--- src/rtl/pbr_pkg.sv ---
package pbr_pkg;

    typedef enum logic [1:0] {
        PH_IDLE = 2'd0,
        PH_RISE = 2'd1,
        PH_PLAY = 2'd2,
        PH_FALL = 2'd3
    } phase_t;

    typedef enum logic [1:0] {
        SP_IDLE = 2'd0,
        SP_WAIT = 2'd1,
        SP_HIGH = 2'd2
    } stop_st_t;

    typedef enum logic [1:0] {
        PIN_OFF  = 2'd0,
        PIN_LEDS = 2'd1,
        PIN_STOP = 2'd2,
        PIN_BUSY = 2'd3
    } pin_opt_t;

endpackage

--- src/rtl/pbr_ramp_fsm.sv ---
module pbr_ramp_fsm
    import pbr_pkg::*;
#(
    parameter int W         = 8,
    parameter int RISE_LOG2 = 7,
    parameter int FALL_LOG2 = 8
) (
    input  logic         clk,
    input  logic         rst_n,
    input  logic         tick,
    input  logic         play_start,
    input  logic         play_end,
    input  logic         play_abort,
    input  logic         ramp_en,
    input  logic [W-1:0] sample_in,
    output logic [W-1:0] dac_code,
    output phase_t       phase,
    output logic         busy,
    output logic         start_acc,
    output logic         done_evt
);
    localparam int CW = ((RISE_LOG2 > FALL_LOG2) ? RISE_LOG2 : FALL_LOG2) + 1;
    localparam int PW = W + CW;
    localparam int RISE_SH = W - 1 - RISE_LOG2;
    localparam logic [CW-1:0] RISE_CNT = CW'(1 << RISE_LOG2);
    localparam logic [CW-1:0] FALL_CNT = CW'(1 << FALL_LOG2);
    localparam logic [W-1:0]  MID      = W'(1 << (W - 1));

    phase_t        ph_q, ph_d;
    logic [CW-1:0] cnt_q, cnt_inc, fall_left;
    logic [W-1:0]  dac_q, base_q, rise_lvl, fall_lvl;
    logic [PW-1:0] rise_wide, fall_prod;
    logic          leave;

    // Shared step counter; ramp levels come from shifts and one multiply.
    assign cnt_inc   = cnt_q + 1'b1;
    assign fall_left = FALL_CNT - cnt_inc;
    assign rise_wide = PW'(cnt_inc) << RISE_SH;
    assign rise_lvl  = rise_wide[W-1:0];
    assign fall_prod = PW'(base_q) * PW'(fall_left);
    assign fall_lvl  = W'(fall_prod >> FALL_LOG2);
    assign leave     = play_abort || play_end;

    // Next-state logic.
    always_comb begin
        ph_d = ph_q;
        unique case (ph_q)
            PH_IDLE: if (play_start) ph_d = ramp_en ? PH_RISE : PH_PLAY;
            PH_RISE: begin
                if (play_abort)                        ph_d = ramp_en ? PH_FALL : PH_IDLE;
                else if (tick && cnt_inc == RISE_CNT)  ph_d = PH_PLAY;
            end
            PH_PLAY: if (leave) ph_d = ramp_en ? PH_FALL : PH_IDLE;
            PH_FALL: if (tick && cnt_inc == FALL_CNT) ph_d = PH_IDLE;
            default: ph_d = PH_IDLE;
        endcase
    end

    // State register.
    always_ff @(posedge clk or negedge rst_n) begin
        if (!rst_n) ph_q <= PH_IDLE;
        else        ph_q <= ph_d;
    end

    // Output datapath.
    always_ff @(posedge clk or negedge rst_n) begin
        if (!rst_n) begin
            cnt_q  <= '0;
            dac_q  <= '0;
            base_q <= '0;
        end else begin
            unique case (ph_q)
                PH_IDLE: begin
                    cnt_q <= '0;
                    dac_q <= '0;
                end
                PH_RISE: begin
                    if (play_abort) begin
                        cnt_q  <= '0;
                        base_q <= dac_q;
                        if (!ramp_en) dac_q <= '0;
                    end else if (tick) begin
                        cnt_q <= cnt_inc;
                        dac_q <= rise_lvl;
                    end
                end
                PH_PLAY: begin
                    if (leave) begin
                        cnt_q <= '0;
                        if (!ramp_en) begin
                            dac_q <= '0;
                        end else if (play_abort) begin
                            base_q <= dac_q;
                        end else begin
                            base_q <= MID;
                            dac_q  <= MID;
                        end
                    end else if (tick) begin
                        dac_q <= sample_in;
                    end
                end
                PH_FALL: begin
                    if (tick) begin
                        cnt_q <= cnt_inc;
                        dac_q <= fall_lvl;
                    end
                end
                default: begin
                    cnt_q <= '0;
                    dac_q <= '0;
                end
            endcase
        end
    end

    assign dac_code  = dac_q;
    assign phase     = ph_q;
    assign busy      = (ph_q != PH_IDLE);
    assign start_acc = (ph_q == PH_IDLE) && play_start;
    assign done_evt  = (ph_q == PH_PLAY) && play_end && !play_abort;

endmodule

--- src/rtl/pbr_stop_pulse.sv ---
module pbr_stop_pulse
    import pbr_pkg::*;
#(
    parameter int DELAY = 2,
    parameter int WIDTH = 512
) (
    input  logic clk,
    input  logic rst_n,
    input  logic tick,
    input  logic trig,
    output logic stop
);
    localparam int MAXC = (DELAY > WIDTH) ? DELAY : WIDTH;
    localparam int SCW  = $clog2(MAXC + 1);
    localparam logic [SCW-1:0] D_LAST = SCW'(DELAY - 1);
    localparam logic [SCW-1:0] W_LAST = SCW'(WIDTH - 1);

    stop_st_t       st_q, st_d;
    logic [SCW-1:0] cnt_q;

    always_comb begin
        st_d = st_q;
        if (trig) begin
            st_d = SP_WAIT;
        end else begin
            unique case (st_q)
                SP_IDLE: st_d = SP_IDLE;
                SP_WAIT: if (tick && cnt_q == D_LAST) st_d = SP_HIGH;
                SP_HIGH: if (tick && cnt_q == W_LAST) st_d = SP_IDLE;
                default: st_d = SP_IDLE;
            endcase
        end
    end

    always_ff @(posedge clk or negedge rst_n) begin
        if (!rst_n) st_q <= SP_IDLE;
        else        st_q <= st_d;
    end

    always_ff @(posedge clk or negedge rst_n) begin
        if (!rst_n) begin
            cnt_q <= '0;
        end else if (trig) begin
            cnt_q <= '0;
        end else if (tick && st_q != SP_IDLE) begin
            if (st_d != st_q) cnt_q <= '0;
            else              cnt_q <= cnt_q + 1'b1;
        end
    end

    assign stop = (st_q == SP_HIGH);

endmodule

--- src/rtl/pbr_led_flash.sv ---
module pbr_led_flash #(
    parameter int HALF = 1333
) (
    input  logic clk,
    input  logic rst_n,
    input  logic tick,
    input  logic start,
    input  logic busy,
    output logic led_main,
    output logic led_alt
);
    localparam int LCW = $clog2(HALF + 1);
    localparam logic [LCW-1:0] H_LAST = LCW'(HALF - 1);

    logic           ph_q;
    logic [LCW-1:0] cnt_q;

    always_ff @(posedge clk or negedge rst_n) begin
        if (!rst_n) begin
            ph_q  <= 1'b0;
            cnt_q <= '0;
        end else if (start) begin
            ph_q  <= 1'b1;
            cnt_q <= '0;
        end else if (!busy) begin
            ph_q  <= 1'b0;
            cnt_q <= '0;
        end else if (tick) begin
            if (cnt_q == H_LAST) begin
                cnt_q <= '0;
                ph_q  <= ~ph_q;
            end else begin
                cnt_q <= cnt_q + 1'b1;
            end
        end
    end

    assign led_main = ph_q & busy;
    assign led_alt  = ~ph_q & busy;

endmodule

--- src/rtl/pbr_pin_map.sv ---
module pbr_pin_map
    import pbr_pkg::*;
(
    input  logic [1:0] opt,
    input  logic       led_main,
    input  logic       led_alt,
    input  logic       stop,
    input  logic       busy,
    output logic       pin_a,
    output logic       pin_b
);
    always_comb begin
        unique case (pin_opt_t'(opt))
            PIN_OFF:  begin pin_a = 1'b0;     pin_b = 1'b0;     end
            PIN_LEDS: begin pin_a = led_alt;  pin_b = led_main; end
            PIN_STOP: begin pin_a = stop;     pin_b = led_main; end
            PIN_BUSY: begin pin_a = led_main; pin_b = busy;     end
            default:  begin pin_a = 1'b0;     pin_b = 1'b0;     end
        endcase
    end

endmodule

--- src/rtl/playback_ramp_status.sv ---
module playback_ramp_status
    import pbr_pkg::*;
#(
    parameter int SAMPLE_W   = 8,
    parameter int RISE_LOG2  = 7,
    parameter int FALL_LOG2  = 8,
    parameter int STOP_DELAY = 2,
    parameter int STOP_WIDTH = 512,
    parameter int LED_HALF   = 1333
) (
    input  logic                clk,
    input  logic                rst_n,
    input  logic                sample_tick,
    input  logic                play_start,
    input  logic                play_end,
    input  logic                play_abort,
    input  logic [SAMPLE_W-1:0] sample_in,
    input  logic                ramp_en,
    input  logic [1:0]          pin_opt,
    input  logic                stop_en,
    output logic [SAMPLE_W-1:0] dac_code,
    output logic                pin_a,
    output logic                pin_b
);
    phase_t phase_w;
    logic   busy_w, start_w, done_w, stop_w, led_main_w, led_alt_w;

    pbr_ramp_fsm #(.W(SAMPLE_W), .RISE_LOG2(RISE_LOG2), .FALL_LOG2(FALL_LOG2)) u_ramp (
        .clk(clk), .rst_n(rst_n), .tick(sample_tick),
        .play_start(play_start), .play_end(play_end), .play_abort(play_abort),
        .ramp_en(ramp_en), .sample_in(sample_in), .dac_code(dac_code),
        .phase(phase_w), .busy(busy_w), .start_acc(start_w), .done_evt(done_w)
    );

    pbr_stop_pulse #(.DELAY(STOP_DELAY), .WIDTH(STOP_WIDTH)) u_stop (
        .clk(clk), .rst_n(rst_n), .tick(sample_tick),
        .trig(done_w && stop_en), .stop(stop_w)
    );

    pbr_led_flash #(.HALF(LED_HALF)) u_led (
        .clk(clk), .rst_n(rst_n), .tick(sample_tick), .start(start_w),
        .busy(busy_w), .led_main(led_main_w), .led_alt(led_alt_w)
    );

    pbr_pin_map u_pins (
        .opt(pin_opt), .led_main(led_main_w), .led_alt(led_alt_w),
        .stop(stop_w), .busy(busy_w), .pin_a(pin_a), .pin_b(pin_b)
    );

endmodule

--- config.mk ---
export PLATFORM = sky130hd
export DESIGN_NAME = playback_ramp_status
export DESIGN_NICKNAME = d
export VERILOG_FILES = /design/src/rtl/pbr_pkg.sv /design/src/rtl/pbr_ramp_fsm.sv /design/src/rtl/pbr_stop_pulse.sv /design/src/rtl/pbr_led_flash.sv /design/src/rtl/pbr_pin_map.sv /design/src/rtl/playback_ramp_status.sv
export SDC_FILE = /design/constraint.sdc
export NUM_CORES = 1
export LEC_CHECK = 0
export BUFFER_PORTS_ARGS = -buffer_cell sky130_fd_sc_hd__buf_4
export CORE_ASPECT_RATIO = 2
export CORE_MARGIN = 10
export CORE_UTILIZATION = 42
export DETAILED_ROUTE_END_ITERATION = 16
export PLACE_DENSITY_LB_ADDON = 0.1
export SLEW_MARGIN = 25
export SYNTH_ARGS = -nofsm -noshare
export SYNTH_HDL_FRONTEND = slang
export SYNTH_SLANG_ARGS = --single-unit
--- constraint.sdc ---
create_clock -name clk -period 7.3 [get_ports clk]
set_input_delay 0.73 -clock clk [delete_from_list [all_inputs] [get_ports clk]]
set_output_delay 0.73 -clock clk [all_outputs]
set_load 0.01 [all_outputs]
-- Yosys cells after proc, flatten, opt, wreduce, memory -nomap -nowiden
Cells that the tools add are included.
- input bits: 18
- bits in registers: 51
- word-level logic and storage cells: 106
- bitwise gates (word level): 3
- reduce and logical (&&, ||, !) cells: 22
- eq/ne operators: 26
- add/subtract/negate cells: 4
- multiplexer cells: 42
- $mul: 1
- operators by type and width (kind ; count):
    two-way mux 8 bit ; 11
    two-way mux 11 bit ; 4
    case mux 9 bit (4 select lines) ; 1
    case mux 8 bit (4 select lines) ; 1
    two-way mux 10 bit ; 3
    two-way mux 9 bit ; 3
    two-way mux 2 bit ; 10
    multiplier 8 x 9 -> 16 bit ; 1
    case mux 8 bit (2 select lines) ; 1
    != test 3 bit, second input constant ; 4
    AND reduction 4 bit ; 3
    adder 11 x 1 -> 11 bit, second input constant ; 1
    == test 11 bit, second input constant ; 1
    adder 10 x 1 -> 10 bit, second input constant ; 1
    == test 10 x 1 -> 1 bit, second input constant ; 1
    == test 10 x 9 -> 1 bit, second input constant ; 1
    == test 2 bit, second input constant ; 5
    adder 9 x 1 -> 9 bit, second input constant ; 1
    == test 9 x 8 -> 1 bit, second input constant ; 1
    == test 9 bit, second input constant ; 1
    logical AND 1 bit ; 9
    subtractor 9 bit, first input constant ; 1
    != test 2 bit, second input constant ; 4
    case mux 2 bit (4 select lines) ; 1
    other kinds (16) ; 28

-- Longest topological paths before layout
- depth after elaboration: 9
- mapped depth: 22

-- By module
A second synthesis with hierarchy kept.
- cell total of the unflattened synthesis: 618
- area total of the unflattened synthesis: 5569.1 um^2
- modules (own cells, without submodules) (module ; times used ; cells an instance ; sequential area each (um^2) ; area an instance (um^2)):
    pbr_ramp_fsm ; 1 ; 438 ; 675.6 ; 3906.2
    pbr_stop_pulse ; 1 ; 99 ; 300.3 ; 885.8
    pbr_led_flash ; 1 ; 70 ; 300.3 ; 688.2
    pbr_pin_map ; 1 ; 10 ; 0.0 ; 82.6
    playback_ramp_status ; 1 ; 1 ; 0.0 ; 6.3

-- Worst setup path after synthesis
OpenSTA, ideal clock, no wires.
- kind: flip-flop to flip-flop
- start point: reg u_ramp.cnt_q[0]
- end point: reg u_ramp.dac_q[7], in the netlist u_ramp.dac_code[7]
- library setup time: 0.126 ns
- setup slack: 1.571 ns
- arrival: 5.603 ns
- stages on the path, launching flop included: 23
- clock period less this slack: 5.729 ns
- cell sequence: dfrtp_1 -> ha_1 -> nand3_1 -> xor2_1 -> and2_1 -> and3_1 -> and2_1 -> ha_1 -> and2_1 -> fa_1 -> fa_1 -> fa_1 -> inv_1 -> fa_1 -> inv_1 -> ha_1 -> clkbuf_1 -> nand4_1 -> nor4_1 -> nor3_1 -> o2bb2ai_1 -> xnor2_1 -> a221o_1
- longest elaborated chain between the ends: 5
- elaborated cells on any way between the ends: 7
- classes of those cells: 2 x add/sub; 1 x mul; 4 x mux
- ends and longest elaborated chain (item ; RTL line ; RTL):
    from (decl) ; pbr_ramp_fsm.sv:30 ; logic [CW-1:0] cnt_q, cnt_inc, fall_left;
    from (signal assigned) ; pbr_ramp_fsm.sv:83 ; cnt_q <= cnt_inc;
    from (signal assigned) ; pbr_ramp_fsm.sv:104 ; cnt_q <= cnt_inc;
    adder 9 x 1 -> 9 bit * ; pbr_ramp_fsm.sv:36 ; assign cnt_inc = cnt_q + 1'b1;
    subtractor 9 bit ; pbr_ramp_fsm.sv:37 ; assign fall_left = FALL_CNT - cnt_inc;
    multiplier 8 x 9 -> 16 bit ; pbr_ramp_fsm.sv:40 ; assign fall_prod = PW'(base_q) * PW'(fall_left);
    two-way mux 8 bit ; pbr_ramp_fsm.sv:103 ; if (tick) begin
    case mux 8 bit (4 select lines) * ; pbr_ramp_fsm.sv:72 ; unique case (ph_q)
    to (signal assigned) ; pbr_ramp_fsm.sv:84 ; dac_q <= rise_lvl;
    to (signal assigned) ; pbr_ramp_fsm.sv:99 ; dac_q <= sample_in;
    to (signal assigned) ; pbr_ramp_fsm.sv:105 ; dac_q <= fall_lvl;
    to (decl) ; pbr_ramp_fsm.sv:31 ; logic [W-1:0] dac_q, base_q, rise_lvl, fall_lvl;
Every way passes the cells marked *; elsewhere a longest branch is shown, timed or not. The select of a mux whose other input is x is not followed.
A chain may end at the register's enable or synchronous reset.

-- Worst setup path in the final report
Ends and elaborated chain as after synthesis.

==> results.yml <==
routing:
  route.met2.wl_mm: 8.373
  wl_met3_um: 402
  ant_nets: 0
  drcViolationCount: 0
  via_per_inst: 5.714
  drt-total-wl_mm: 15.01
  drt-pass1-iter-count: 5
  wire_per_inst_um: 18.97
  num_vias: 4520
  met1_length_mm: 5.273
  top_layer_used: "met4"
  drt_iter0_drc: 181
cells_and_area:
  area_delta_synth_final_pct: 9.012
  n_antenna_cell: 0
  nets: 744
  fillCellCount: 1285
  drive_above_1_share_pct: 7.800
clock_tree:
  cts_resized: 0
  cts-buffers-inserted: 5
  h-tree-depth: 2
  clockBufferDepth: 2
  cts_tree: "built"
  clock-root-buffer: "clkbuf_16"
  clkTransAtPathRegs_ns: 0.07
  post_cts_buffers: 0
  clk_latency_ns: 0.30
  hold_buffers: 0
  cts.sinks: 51
sta:
  skew_ns: 0.01000
  slew_headroom_pct: 32.21
  setup_viol: 0
  fmax_mhz: 152.0
  tightest_slew_ns: 1.010
  slew_viol_final: 0
  rsz0062_at_grt: "no"
  final.setup.tns_ns: 0
  hold_violations: 0
  min_period_over_period_pct: 90.15
  fin_crit_ns: 6.581
global_routing:
  grt_pass1_wl_mm: 24.58
  grt_overflow: 0
  grtUsageTotal_pct: 17.36
  grt_max_degree: 52
  antenna_found_initial: 0
  first_global_vias: 4777
die:
  rows: 58
  die_x_um: 99.67
  core_mm2: 0.01248
  pin_count: 28
  fp.dieArea_mm2: 0.01787
  start_util_pct: 42.71
  die_h_um: 179.3
synth:
  synthDistinctLibCells: 65
  synth_ff_type: "dfrtp_1"
  syn-cell-area_mm2: 0.005331
  yosysWarnings: 0
  avgSynthCellArea_um2: 8.517
  synth-seq-cells: 51
  synth.top_cell.area_share_pct: 23.94
  synth_seq_area_share_pct: 23.94
  postSynthCellCount: 626
  yosys.area.top_type: "dfrtp_1"
  synth-edff-count: 0
  synthesis.nets: 730
  synthTopCellsByArea: "dfrtp_1, fa_1, ha_1"
  asyncSetResetFlopFracSynth_pct: 100.0
worst_setup_path:
  cp-end-kind: "flop"
  crit_path_max_fanout: 19
  start_kind: "flop"
  crit_type: "reg -> reg"
  rrSetupSlack_ns: 0.72
  required_ns: 7.49
  reg2reg_depth: 21
  cp.arrival_ns: 6.77
job:
  cap_violations: 0
placed_design:
  dp_hpwl_mm: 12.22
  port_buffers: 27
  gp_congestion: 0.9444
outcome:
  status: "complete, no violations"
min_path:
  holdCritPathClass: "in -> async"
==> per-stage QoR <==
stage          std cells  utilization (%)  setup slack, ns  area, um2  hold slack, ns
3_5_place_dp         783            45.02           0.7527       5619          0.4964
4_1_cts              791            46.56           0.7293       5812          0.4852
5_1_grt              791            46.56           0.2172       5812          0.5100
3_3_place_gp         783            45.02           0.9333       5619          0.4861
6_report             791            46.56           0.7191       5812          0.4500
2_1_floorplan        626                -            1.571       5331          0.4344
==> cell type report <==
class	count	area (um2)	share of cell area [%]
clock buffer	5	125.1	2.153
timing repair buffer	27	202.7	3.488
clock inverter	3	67.56	1.163
sequential	51	1276	21.96
tap	150	187.7	3.229
multi-input combinational	482	3679	63.29
inverter	73	274.0	4.715
==> critical path: stages (launching register included) <==
cell	delay [ns]
dfrtp_1	0.77
ha_1	0.31
nand3_1	0.10
xor2_1	0.40
and2_1	0.21
nand2_1	0.07
xnor2_1	0.58
nand2_1	0.15
fa_1	0.51
inv_1	0.05
fa_1	0.46
fa_1	0.60
inv_1	0.07
fa_1	0.53
inv_1	0.04
ha_1	0.37
nand4_1	0.14
a21oi_1	0.05
nor3_1	0.42
o2bb2ai_1	0.18
xnor2_1	0.10
a221o_1	0.33
==> Yosys cell counts, types with 3 or more instances <==
master,count
inv_1,72
nand2_1,61
dfrtp_1,51
nor2_1,47
ha_1,46
o21ai_0,45
fa_1,40
and2_1,31
nand3_1,27
a21oi_1,18
xnor2_1,18
and3_1,15
o21ai_1,15
clkbuf_1,12
nand2b_1,11
xor2_1,10
a21o_1,9
a31oi_1,7
a22oi_1,6
nand4_1,6
nor3_1,6
nor2b_1,5
buf_2,4
nor4_1,4
buf_6,3
mux2i_1,3
nand3b_1,3
nor3b_1,3
o221ai_1,3
o22ai_1,3
==> sequential cells by signal (all words and copies together), names as in the netlist <==
name,cells
u_led.cnt_q,11
u_stop.cnt_q,10
u_ramp.cnt_q,9
u_ramp.base_q,8
u_ramp.dac_code,8
u_ramp.phase,2
u_stop.st_q,2
u_led.ph_q,1
==> final timing paths <==
| path | startpoint | end |
|---|---|---|
| setup / recovery | u_ramp.cnt_q[0]$_DFFE_PN0N_ | u_ramp.dac_code[7]$_DFFE_PN0P_ |
| hold / removal | rst_n | u_ramp.dac_code[1]$_DFFE_PN0P_ |
| setup reg to reg | u_ramp.cnt_q[0]$_DFFE_PN0N_ | u_ramp.dac_code[7]$_DFFE_PN0P_ |
| hold reg to reg | u_ramp.cnt_q[8]$_DFFE_PN0N_ | u_ramp.cnt_q[8]$_DFFE_PN0N_ |
| max in group asynchronous | rst_n | u_stop.cnt_q[3]$_DFFE_PN0P_ |
| min in group clk | u_ramp.cnt_q[8]$_DFFE_PN0N_ | u_ramp.cnt_q[8]$_DFFE_PN0N_ |
==> routing by layer <==
layer / vias up / track usage (%)
li1: 2140 / -
met1: 2243 / 16.38
met2: 100 / 33.72
met3: 37 / 1.767
met4: 0 / 11.70
met5: - / 0
==> cell families after synthesis <==
| group | count (synthesis) | synth area share (%) |
|---|---|---|
| buf+inv | 93 | 7.064 |
| fa+ha+maj | 86 | 25.82 |
| compound gates | 132 | 15.54 |
| mux | 3 | 0.5633 |
| flops | 51 | 23.94 |
| simple gates | 232 | 22.18 |
| xor+xnor | 29 | 4.905 |
==> cell usage in the layout (no fill, tap or decap), types with 4 or more instances in the layout <==
| master | synthesis | final |
|---|---|---|
| nand4_1 | 6 | 6 |
| fa_1 | 40 | 40 |
| nand3_1 | 27 | 27 |
| buf_4 | 0 | 27 |
| o21ai_1 | 15 | 15 |
| inv_1 | 72 | 72 |
| nand2b_1 | 11 | 11 |
| a31oi_1 | 7 | 7 |
| nor2b_1 | 5 | 5 |
| nand2_1 | 61 | 61 |
| nor3_1 | 6 | 6 |
| nor2_1 | 47 | 47 |
| clkbuf_16 | 0 | 5 |
| o21ai_0 | 45 | 45 |
| and3_1 | 15 | 15 |
| a21oi_1 | 18 | 18 |
| xnor2_1 | 18 | 18 |
| a21o_1 | 9 | 9 |
| ha_1 | 46 | 46 |
| xor2_1 | 10 | 10 |
| and2_1 | 31 | 31 |
| a22oi_1 | 6 | 6 |
| nor4_1 | 4 | 4 |
| dfrtp_1 | 51 | 51 |
Power is not shown: default switching activity piles up to over one toggle a cycle in this logic, so the estimate is an artifact.
